**config.mk**
```make
export PLATFORM = sky130hd
export DESIGN_NAME = wdg_protected
export DESIGN_NICKNAME = d
export VERILOG_FILES = /design/src/rtl/wdg_pkg.sv /design/src/rtl/wdg_ctrl_reg.sv /design/src/rtl/wdg_counter.sv /design/src/rtl/wdg_protected.sv
export SDC_FILE = /design/constraint.sdc
export NUM_CORES = 1
export LEC_CHECK = 0
export ABC_AREA = 0
export BUFFER_PORTS_ARGS = -buffer_cell sky130_fd_sc_hd__buf_2
export CELL_PAD_IN_SITES_DETAIL_PLACEMENT = 2
export CELL_PAD_IN_SITES_GLOBAL_PLACEMENT = 2
export CORE_MARGIN = 2
export CORE_UTILIZATION = 32
export CTS_BUF_LIST = sky130_fd_sc_hd__clkbuf_4
export DETAILED_ROUTE_END_ITERATION = 10
export GPL_TIMING_DRIVEN = 0
export PLACE_DENSITY_LB_ADDON = 0.12
export SYNTH_ARGS = -nofsm -noshare
export SYNTH_HDL_FRONTEND = slang
export SYNTH_SLANG_ARGS = --single-unit
```
**constraint.sdc**
```tcl
create_clock -name clk -period 2.45 [get_ports clk]
set_input_delay 0.3675 -clock clk [delete_from_list [all_inputs] [get_ports clk]]
set_output_delay 0.3675 -clock clk [all_outputs]
set_load 0.02 [all_outputs]
```
**src/rtl/wdg_pkg.sv**
```systemverilog
package wdg_pkg;

    localparam int CTRL_W     = 8;
    localparam int SEL_W      = 3;
    localparam int WIN_CYCLES = 4;
    localparam logic [1:0] SAFETY_LOCKED = 2'd2;

    typedef struct packed {
        logic [2:0]       rsvd;
        logic             unlock;
        logic             run;
        logic [SEL_W-1:0] sel;
    } ctrl_word_t;

    function automatic ctrl_word_t pack_ctrl(logic unlock, logic run, logic [SEL_W-1:0] sel);
        ctrl_word_t w;
        w.rsvd   = '0;
        w.unlock = unlock;
        w.run    = run;
        w.sel    = sel;
        return w;
    endfunction

    function automatic int unsigned period_last(int unsigned base, logic [SEL_W-1:0] sel);
        return (base << sel) - 1;
    endfunction

    function automatic logic is_arming(ctrl_word_t w);
        return w.unlock && w.run;
    endfunction

endpackage

```
**src/rtl/wdg_ctrl_reg.sv**
```systemverilog
module wdg_ctrl_reg
    import wdg_pkg::*;
(
    input  logic             clk,
    input  logic             rst,
    input  logic             wr_en,
    input  ctrl_word_t       wr_data,
    input  logic [1:0]       safety_level,
    output logic             unlock_o,
    output logic             run_o,
    output logic [SEL_W-1:0] sel_o,
    output logic             sel_chg_o
);
    localparam int WCW = $clog2(WIN_CYCLES + 1);

    logic           unlock_q;
    logic           run_q;
    logic [SEL_W-1:0] sel_q;
    logic           sel_chg_q;
    logic [WCW-1:0] win_q;
    logic           locked;

    assign locked = (safety_level == SAFETY_LOCKED);

    always_ff @(posedge clk) begin
        if (rst) begin
            unlock_q  <= 1'b0;
            run_q     <= 1'b0;
            sel_q     <= '0;
            sel_chg_q <= 1'b0;
            win_q     <= '0;
        end else begin
            sel_chg_q <= 1'b0;
            if (unlock_q) begin
                if (win_q == WCW'(1)) unlock_q <= 1'b0;
                win_q <= win_q - WCW'(1);
            end
            if (wr_en) begin
                if (unlock_q) begin
                    if (wr_data.sel != sel_q) begin
                        sel_q     <= wr_data.sel;
                        sel_chg_q <= 1'b1;
                    end
                    if (wr_data.run)  run_q <= 1'b1;
                    else if (!locked) run_q <= 1'b0;
                end else if (wr_data.run) begin
                    run_q <= 1'b1;
                end
                if (is_arming(wr_data)) begin
                    unlock_q <= 1'b1;
                    win_q    <= WCW'(WIN_CYCLES);
                end
            end
        end
    end

    assign unlock_o  = unlock_q;
    assign run_o     = run_q;
    assign sel_o     = sel_q;
    assign sel_chg_o = sel_chg_q;

    AST_RUN_CLEAR_NEEDS_UNLOCK: assert property (@(posedge clk) disable iff (rst)
        (run_q && !unlock_q) |=> run_q);
    AST_LOCKED_STAYS_ON: assert property (@(posedge clk) disable iff (rst)
        (run_q && locked) |=> run_q);
    AST_SEL_FROZEN: assert property (@(posedge clk) disable iff (rst)
        !unlock_q |=> $stable(sel_q));
    AST_UNLOCK_BY_ARM: assert property (@(posedge clk) disable iff (rst)
        $rose(unlock_q) |-> $past(wr_en && wr_data.unlock && wr_data.run));

endmodule

```
**src/rtl/wdg_counter.sv**
```systemverilog
module wdg_counter
    import wdg_pkg::*;
#(
    parameter int unsigned BASE_CYCLES = 16384
) (
    input  logic             clk,
    input  logic             rst,
    input  logic             run,
    input  logic             kick,
    input  logic             restart,
    input  logic [SEL_W-1:0] sel,
    output logic             expire
);
    localparam int CW = $clog2(BASE_CYCLES * (2 ** ((2 ** SEL_W) - 1))) + 1;

    logic [CW-1:0] cnt_q;
    logic [CW-1:0] last;
    logic          expire_q;

    assign last = CW'(period_last(BASE_CYCLES, sel));

    always_ff @(posedge clk) begin
        if (rst) begin
            cnt_q    <= '0;
            expire_q <= 1'b0;
        end else begin
            expire_q <= 1'b0;
            if (!run || kick || restart) begin
                cnt_q <= '0;
            end else if (cnt_q == last) begin
                cnt_q    <= '0;
                expire_q <= 1'b1;
            end else begin
                cnt_q <= cnt_q + CW'(1);
            end
        end
    end

    assign expire = expire_q;

    AST_PULSE_SINGLE: assert property (@(posedge clk) disable iff (rst)
        expire_q |=> !expire_q);
    AST_OFF_QUIET: assert property (@(posedge clk) disable iff (rst)
        !run |=> !expire_q);
    AST_KICK_CLEARS: assert property (@(posedge clk) disable iff (rst)
        kick |=> (cnt_q == '0) && !expire_q);

endmodule

```
**src/rtl/wdg_protected.sv**
```systemverilog
module wdg_protected
    import wdg_pkg::*;
#(
    parameter int unsigned BASE_CYCLES = 16384
) (
    input  logic        clk,
    input  logic        rst,
    input  logic        wr_en,
    input  logic [7:0]  wr_data,
    output logic [7:0]  rd_data,
    input  logic [1:0]  safety_level,
    input  logic        kick,
    output logic        wdt_rst
);
    logic             unlock;
    logic             run;
    logic [SEL_W-1:0] sel;
    logic             sel_chg;
    ctrl_word_t       wr_word;

    assign wr_word = ctrl_word_t'(wr_data);

    wdg_ctrl_reg u_reg (
        .clk          (clk),
        .rst          (rst),
        .wr_en        (wr_en),
        .wr_data      (wr_word),
        .safety_level (safety_level),
        .unlock_o     (unlock),
        .run_o        (run),
        .sel_o        (sel),
        .sel_chg_o    (sel_chg)
    );

    wdg_counter #(.BASE_CYCLES(BASE_CYCLES)) u_cnt (
        .clk     (clk),
        .rst     (rst),
        .run     (run),
        .kick    (kick),
        .restart (sel_chg),
        .sel     (sel),
        .expire  (wdt_rst)
    );

    assign rd_data = pack_ctrl(unlock, run, sel);

    AST_RSVD_ZERO: assert property (@(posedge clk) disable iff (rst)
        rd_data[7:5] == 3'b000);

endmodule

```
==> impl_metrics.csv, run 1 <==
group,metric,value,unit
outcome,status,"finished clean",
global_routing,grt_max_degree,11,
yosys,syn_avg_cell_area,8.655,um^2
power_and_ir_drop,peakVddDrop,0.1994,mV
cts,cts_buffers,5,
critical_path,endpoint_kind,"flop",
global_routing,grt_pass1_vias,1672,
min_path,hold_class,"in2reg",
final_layout,final_common_cell,"dfxtp_1",
cts,clockBufferDepth,2,
cts,cts-root-buf,"clkbuf_4",
cts,cts_tree,"built",
detailed_routing,wl_per_cell,15.36,um
yosys,synthCells,194,
final_layout,final_nets,248,
timing,rsz0062_at_grt,"false",
power_and_ir_drop,clkPwrFrac,39.1,%
final_layout,design_area,0.002117,mm^2
cts,cts_hold_buffers,0,
yosys,ys_types,41,
detailed_routing,ant_nets,0,
power_and_ir_drop,power_density,502.5,mW/mm^2
cts,clock_latency,330,ps
final_layout,diodes,0,
final_layout,fillCellCount,599,
floorplanning,start_util,33.09,%
detailed_routing,drt-initial-drc-count,26,
detailed_routing,met3_length,103,um
power_and_ir_drop,p_sw_share,24.03,%
yosys,ys_seq_area_share,38.15,%
power_and_ir_drop,internal_power,0.8083,mW
timing,setup_slack,104.7,ps
floorplanning,rows,26,
floorplanning,ios,23,
cts,path_clk_slew,110,ps
final_layout,final_util,41.72,%
run,maxCapViolations,0,
power_and_ir_drop,p_comb_share,10.9,%
timing,setup_viol,0,
yosys,synth-warning-count,0,
detailed_routing,wl_met1,1913,um
timing,finalHoldWorstSlack,292.4,ps
placement,hpwlAfterDp,3272,um
critical_path,cp-start-kind,"flop",
floorplanning,die_area,0.005842,mm^2
yosys,synth_area,0.001679,mm^2
timing,hold_violations,0,
timing,period_needed,2345,ps
detailed_routing,drc,0,
timing,fmax,426.4,MHz
floorplanning,core_area,0.005075,mm^2
timing,fin_skew,8.179,ps
placement,gp_congestion,0.7673,
cts,htreeDepth,2,
global_routing,grt_pass1_wl,7886,um
detailed_routing,vias,1463,
placement,placed_area,0.001887,mm^2
yosys,dominantRegCellSynth,"dfxtp_1",
floorplanning,chipHeight,76.44,um
cts,cts_sinks,32,
placement,port_buffers,15,
timing,fin_tns_setup,0,ps
yosys,synth-async-reset-ratio,0,%
critical_path,cp_max_fo,5,
final_layout,final_cells,301,
critical_path,reg2reg_slack,100,ps
final_layout,areaGrowthSynthToFinish,26.08,%
power_and_ir_drop,seq_power_share,50.0,%
final_layout,drive_above_1_share,28.57,%
critical_path,required,2690,ps
power_and_ir_drop,p_leak,0.7722,nW
global_routing,antenna_found_initial,0,
yosys,synth-seq-cells,32,
power_and_ir_drop,switchingPower,0.2556,mW
detailed_routing,top_layer,"met4",
detailed_routing,finalWirelength,4623,um
global_routing,grt_overflow_total,0,
detailed_routing,dr.pass1.iters,4,
detailed_routing,wl_met2,2567,um
timing,slew_headroom,62.58,%
floorplanning,die_w,76.44,um
power_and_ir_drop,finalPower,1.064,mW
timing,finalCritPeriodShare,95.73,%
yosys,synth_edf_count,0,
final_layout,final_cell_mix,"dfxtp_1 (29), nor2_1 (27), nand2_1 (18)",
timing,worstMarginPinSlew,556.7,ps
timing,report.final.slew_viol_count,0,
global_routing,grt_usage,16.77,%
critical_path,crit_arrival,2580,ps
placement,dp_cells,281,
placement,dp_slack,-77.84,ps
critical_path,worstSetupPathType,"reg2reg",
detailed_routing,viasPerCell,4.860,
## cells in the mapped netlist (2+ instances only)
master,instances,area (um^2)
nand3_1,12,60.06
xnor2_1,17,148.9
xor2_1,12,105.1
o21ai_0,2,10.01
nand2_1,18,67.56
buf_6,2,22.52
nand4_1,5,31.28
ha_1,4,50.05
or3_1,2,12.51
inv_1,7,26.28
nor4_1,2,12.51
nor3_1,3,15.01
clkbuf_1,3,11.26
nor2_1,30,112.6
dfxtp_1,32,640.6
buf_4,6,45.04
a21oi_1,8,40.04
and3_1,6,37.54
## final timing paths
path | from | endpoint | cells after the start
max | u_reg.sel_o[0] | u_cnt.cnt_q[1] | 7
min | wr_data[1] | u_reg.sel_o[1] | 3
max reg2reg | u_reg.sel_o[0] | u_cnt.cnt_q[1] | 7
min reg2reg | u_cnt.cnt_q[0] | u_cnt.cnt_q[0] | 1
## metal layers
layer	global-route usage, %	up-vias
li1	-	719
met1	18.70	717
met2	32.21	20
met3	2.844	7
met4	4.909	0
met5	0	-
## state kept, by name, summed over array words and instances (netlist names)
| register | count |
|---|---|
| u_cnt.expire | 1 |
| u_reg.unlock_o | 1 |
| u_reg.sel_o | 3 |
| u_reg.win_q | 3 |
| u_reg.sel_chg_o | 1 |
| u_cnt.cnt_q | 22 |
| u_reg.run_o | 1 |
## cell type report
type                            instances  area [um^2]  share of cell area (%)
Clock buffer                            6        45.04                   2.128
Multi-Input combinational cell        145         1021                   48.23
Clock inverter                          2        35.03                   1.655
Buffer                                  9        60.06                   2.837
Timing Repair Buffer                   30        192.7                   9.102
Sequential cell                        32        649.4                   30.67
Tap cell                               70        87.58                   4.137
Inverter                                7        26.28                   1.241
## power groups by stage
stage          combinational, mW  clock (mW)  sequential, mW
6_report                   0.116       0.416           0.531
5_1_grt                    0.127       0.456           0.533
4_1_cts                    0.112       0.431           0.532
3_5_place_dp              0.0986           0           0.545
3_3_place_gp              0.0931           0           0.544
2_1_floorplan             0.0699           0           0.545
## critical path: stages (launching register included)
cell	delay, ps
dfxtp_4	360
or3_4	390
ha_4	190
or3_1	390
a21oi_2	160
o2111ai_2	160
or3_4	430
and3_1	180
## kinds of logic (layout without fill, tap and decap cells)
| family | count (synthesis) | after routing | synth area share (%) |
|---|---|---|---|
| xor gates and xnor gates | 29 | 29 | 15.13 |
| and+or+nand+nor | 91 | 91 | 28.54 |
| DFF | 32 | 32 | 38.15 |
| other | 1 | 3 | 0.2233 |
| AOI/OAI and AO/OA | 18 | 18 | 8.421 |
| buffers and inverters | 19 | 54 | 6.557 |
| adders and majority gates | 4 | 4 | 2.981 |
## timing repair
action,in CTS,in global routing
cloned,1,0
resized for setup,7,7
setup endpoints to repair,11,15
pin swaps,6,7
setup buffers,14,0
Power figures use the tool's default switching activity.
==> inputs of run 2 (changes only) <==
PLACE_DENSITY_LB_ADDON = 0.1   (was 0.12)
==> run 2 against run 1 <==
  * Register-to-register slack is essentially flat
  * First-iteration DRC count grew 38%
  * Via count decreased by 3.9%
  * Utilization shrank 1.7 points
  * Count of clock-buffer cells in the layout is the same
  * Clock skew increased by 1.7 ps
  * Worst setup slack got worse by 0.92 ps
  * Design area shrank 4.0%
  * Sequential share of layout area up 1.1 points
  * Critical path depth rose by 4
  * Hold slack worse by 1.8 ps
  * Critical path type unchanged
==> impl_metrics.csv, run 2 (same netlist as run 1, synthesis figures left out) <==
group,metric,value,unit
outcome,status,"finished clean",
floorplanning,die_area,0.005842,mm^2
min_path,hold_start,"wr_data[3]",
timing,period_needed,2346,ps
global_routing,grt_pass1_wl,7258,um
critical_path,timing.rr.start,"u_reg.sel_o[1]",
critical_path,crit_chain,"buf_6 -> or3_4 -> ha_4 -> buf_4 -> nand4bb_1 -> o211ai_2 -> a2111oi_4 -> o31ai_4 -> buf_6 -> buf_4 -> nor2_1",
power_and_ir_drop,finalPower,0.9600,mW
detailed_routing,vias,1406,
critical_path,critPathBufInv,4,
placement,hpwlAfterDp,3229,um
run,maxCapViolations,0,
min_path,hold-path-cell-count,3,
detailed_routing,wl_per_cell,14.53,um
critical_path,cp-start-kind,"flop",
timing,hold_violations,0,
critical_path,crit_arrival,2630,ps
cts,clockBufferDepth,2,
floorplanning,rows,26,
timing,setup_viol,0,
power_and_ir_drop,peakVddDrop,0.2008,mV
critical_path,slowest_delay,400,ps
final_layout,diodes,0,
critical_path,crit_family,"compound AO/OA/AOI/OAI gates",
critical_path,endpoint_kind,"flop",
final_layout,final_nets,241,
final_layout,largest_reg_flops,22,
critical_path,worstSetupPathType,"reg2reg",
placement,dp_slack,-92.13,ps
cts,htreeDepth,2,
detailed_routing,ant_nets,0,
final_layout,areaGrowthSynthToFinish,21.09,%
floorplanning,chipHeight,76.44,um
cts,clock_latency,340,ps
global_routing,grt_usage,15.57,%
detailed_routing,drt-initial-drc-count,36,
critical_path,reg2reg_depth,11,
critical_path,crit_cells,11,
detailed_routing,drc,0,
detailed_routing,finalWirelength,4271,um
cts,path_clk_slew,100,ps
floorplanning,start_util,33.09,%
timing,slew_headroom,59.73,%
global_routing,antenna_found_initial,0,
min_path,hold_class,"in2reg",
power_and_ir_drop,p_leak,0.7171,nW
final_layout,design_area,0.002033,mm^2
min_path,holdPathEnd,"u_reg.run_o",
cts,cts-root-buf,"clkbuf_4",
global_routing,grt_max_degree,12,
timing,setup_slack,103.8,ps
cts,cts_buffers,5,
final_layout,final_cell_mix,"nor2_1 (30), dfxtp_1 (29), nand2_1 (18)",
cts,cts_sinks,32,
timing,worstMarginPinSlew,599.0,ps
placement,placed_area,0.001887,mm^2
floorplanning,die_w,76.44,um
floorplanning,ios,23,
critical_path,reg2reg_slack,100,ps
critical_path,worst_path_max_delay_cell,"a2111oi_4",
final_layout,regMostFlops,"u_cnt.cnt_q",
critical_path,timing.rr.end,"u_cnt.cnt_q[11]",
final_layout,final_common_cell,"nor2_1",
detailed_routing,dr.pass1.iters,4,
global_routing,grt_pass1_vias,1478,
placement,port_buffers,15,
power_and_ir_drop,power_density,472.2,mW/mm^2
final_layout,drive_above_1_share,25.00,%
critical_path,cp_max_fo,10,
cts,cts_tree,"built",
global_routing,grt_overflow_total,0,
timing,fin_skew,9.877,ps
detailed_routing,viasPerCell,4.782,
timing,fmax,426.2,MHz
critical_path,required,2730,ps
timing,report.final.slew_viol_count,0,
floorplanning,core_area,0.005075,mm^2
timing,finalCritPeriodShare,95.76,%
placement,gp_congestion,0.7323,
==> run 2: where the power goes <==
group	switching [mW]	internal [mW]	total (mW)	leakage [nW]
sequential	0.00701	0.527	0.534	0.260
clock	0.197	0.121	0.318	0.0336
combinational	0.0558	0.0518	0.108	0.423
==> run 2: layer usage <==
metal	up-vias	track usage [%]	routed length, um
met2	17	27.70	2259
met5	-	0	0
met4	0	4.364	41
li1	701	-	-
met1	683	18.57	1828
met3	5	3.791	142
==> run 2: per-stage QoR <==
stage               setup TNS (ps)  hold slack (ps)  instances  util [%]
floorplan                        0            417.5        196         -
global placement            -417.4            429.6        281     37.18
detailed placement          -904.7            438.6        281     37.18
CTS                              0            292.0        294     39.42
global route                -3.683            302.2        294     40.06
finish                           0            290.6        294     40.06
==> run 2: worst reg2reg max path: cells and delay by family (launching register included) <==
kind	cells	cell delay, ps
adders and majority gates	1	200
buffers and inverters	4	550
and+or+nand+nor	3	550
DFF	1	350
AOI/OAI and AO/OA	3	640
==> run 2: worst max-delay path by stage <==
stage / to / start
floorplan: u_cnt.cnt_q[1] / u_reg.sel_o[1]
global placement: u_cnt.cnt_q[20] / u_reg.sel_o[2]
detailed placement: u_cnt.cnt_q[19] / u_reg.sel_o[2]
CTS: u_cnt.cnt_q[16] / u_reg.sel_o[1]
global route: u_cnt.cnt_q[14] / u_reg.sel_o[1]
finish: u_cnt.cnt_q[11] / u_reg.sel_o[1]
==> run 2: what timing repair did <==
action	CTS	global route
setup endpoints to repair	11	16
setup buffers	6	0
gates resized for setup	5	5
pin swaps	6	3
gates cloned	1	0
endpoints found under the hold margin	0	0
hold buffers	0	0
==> run 2: area by class of cell <==
type	count	area, um^2
Timing Repair Buffer	22	128.9
Inverter	7	26.28
Multi-Input combinational cell	145	1017
Buffer	10	71.32
Tap cell	70	87.58
Clock buffer	6	45.04
Fill cell	602	3042
Clock inverter	2	10.01
Sequential cell	32	646.9
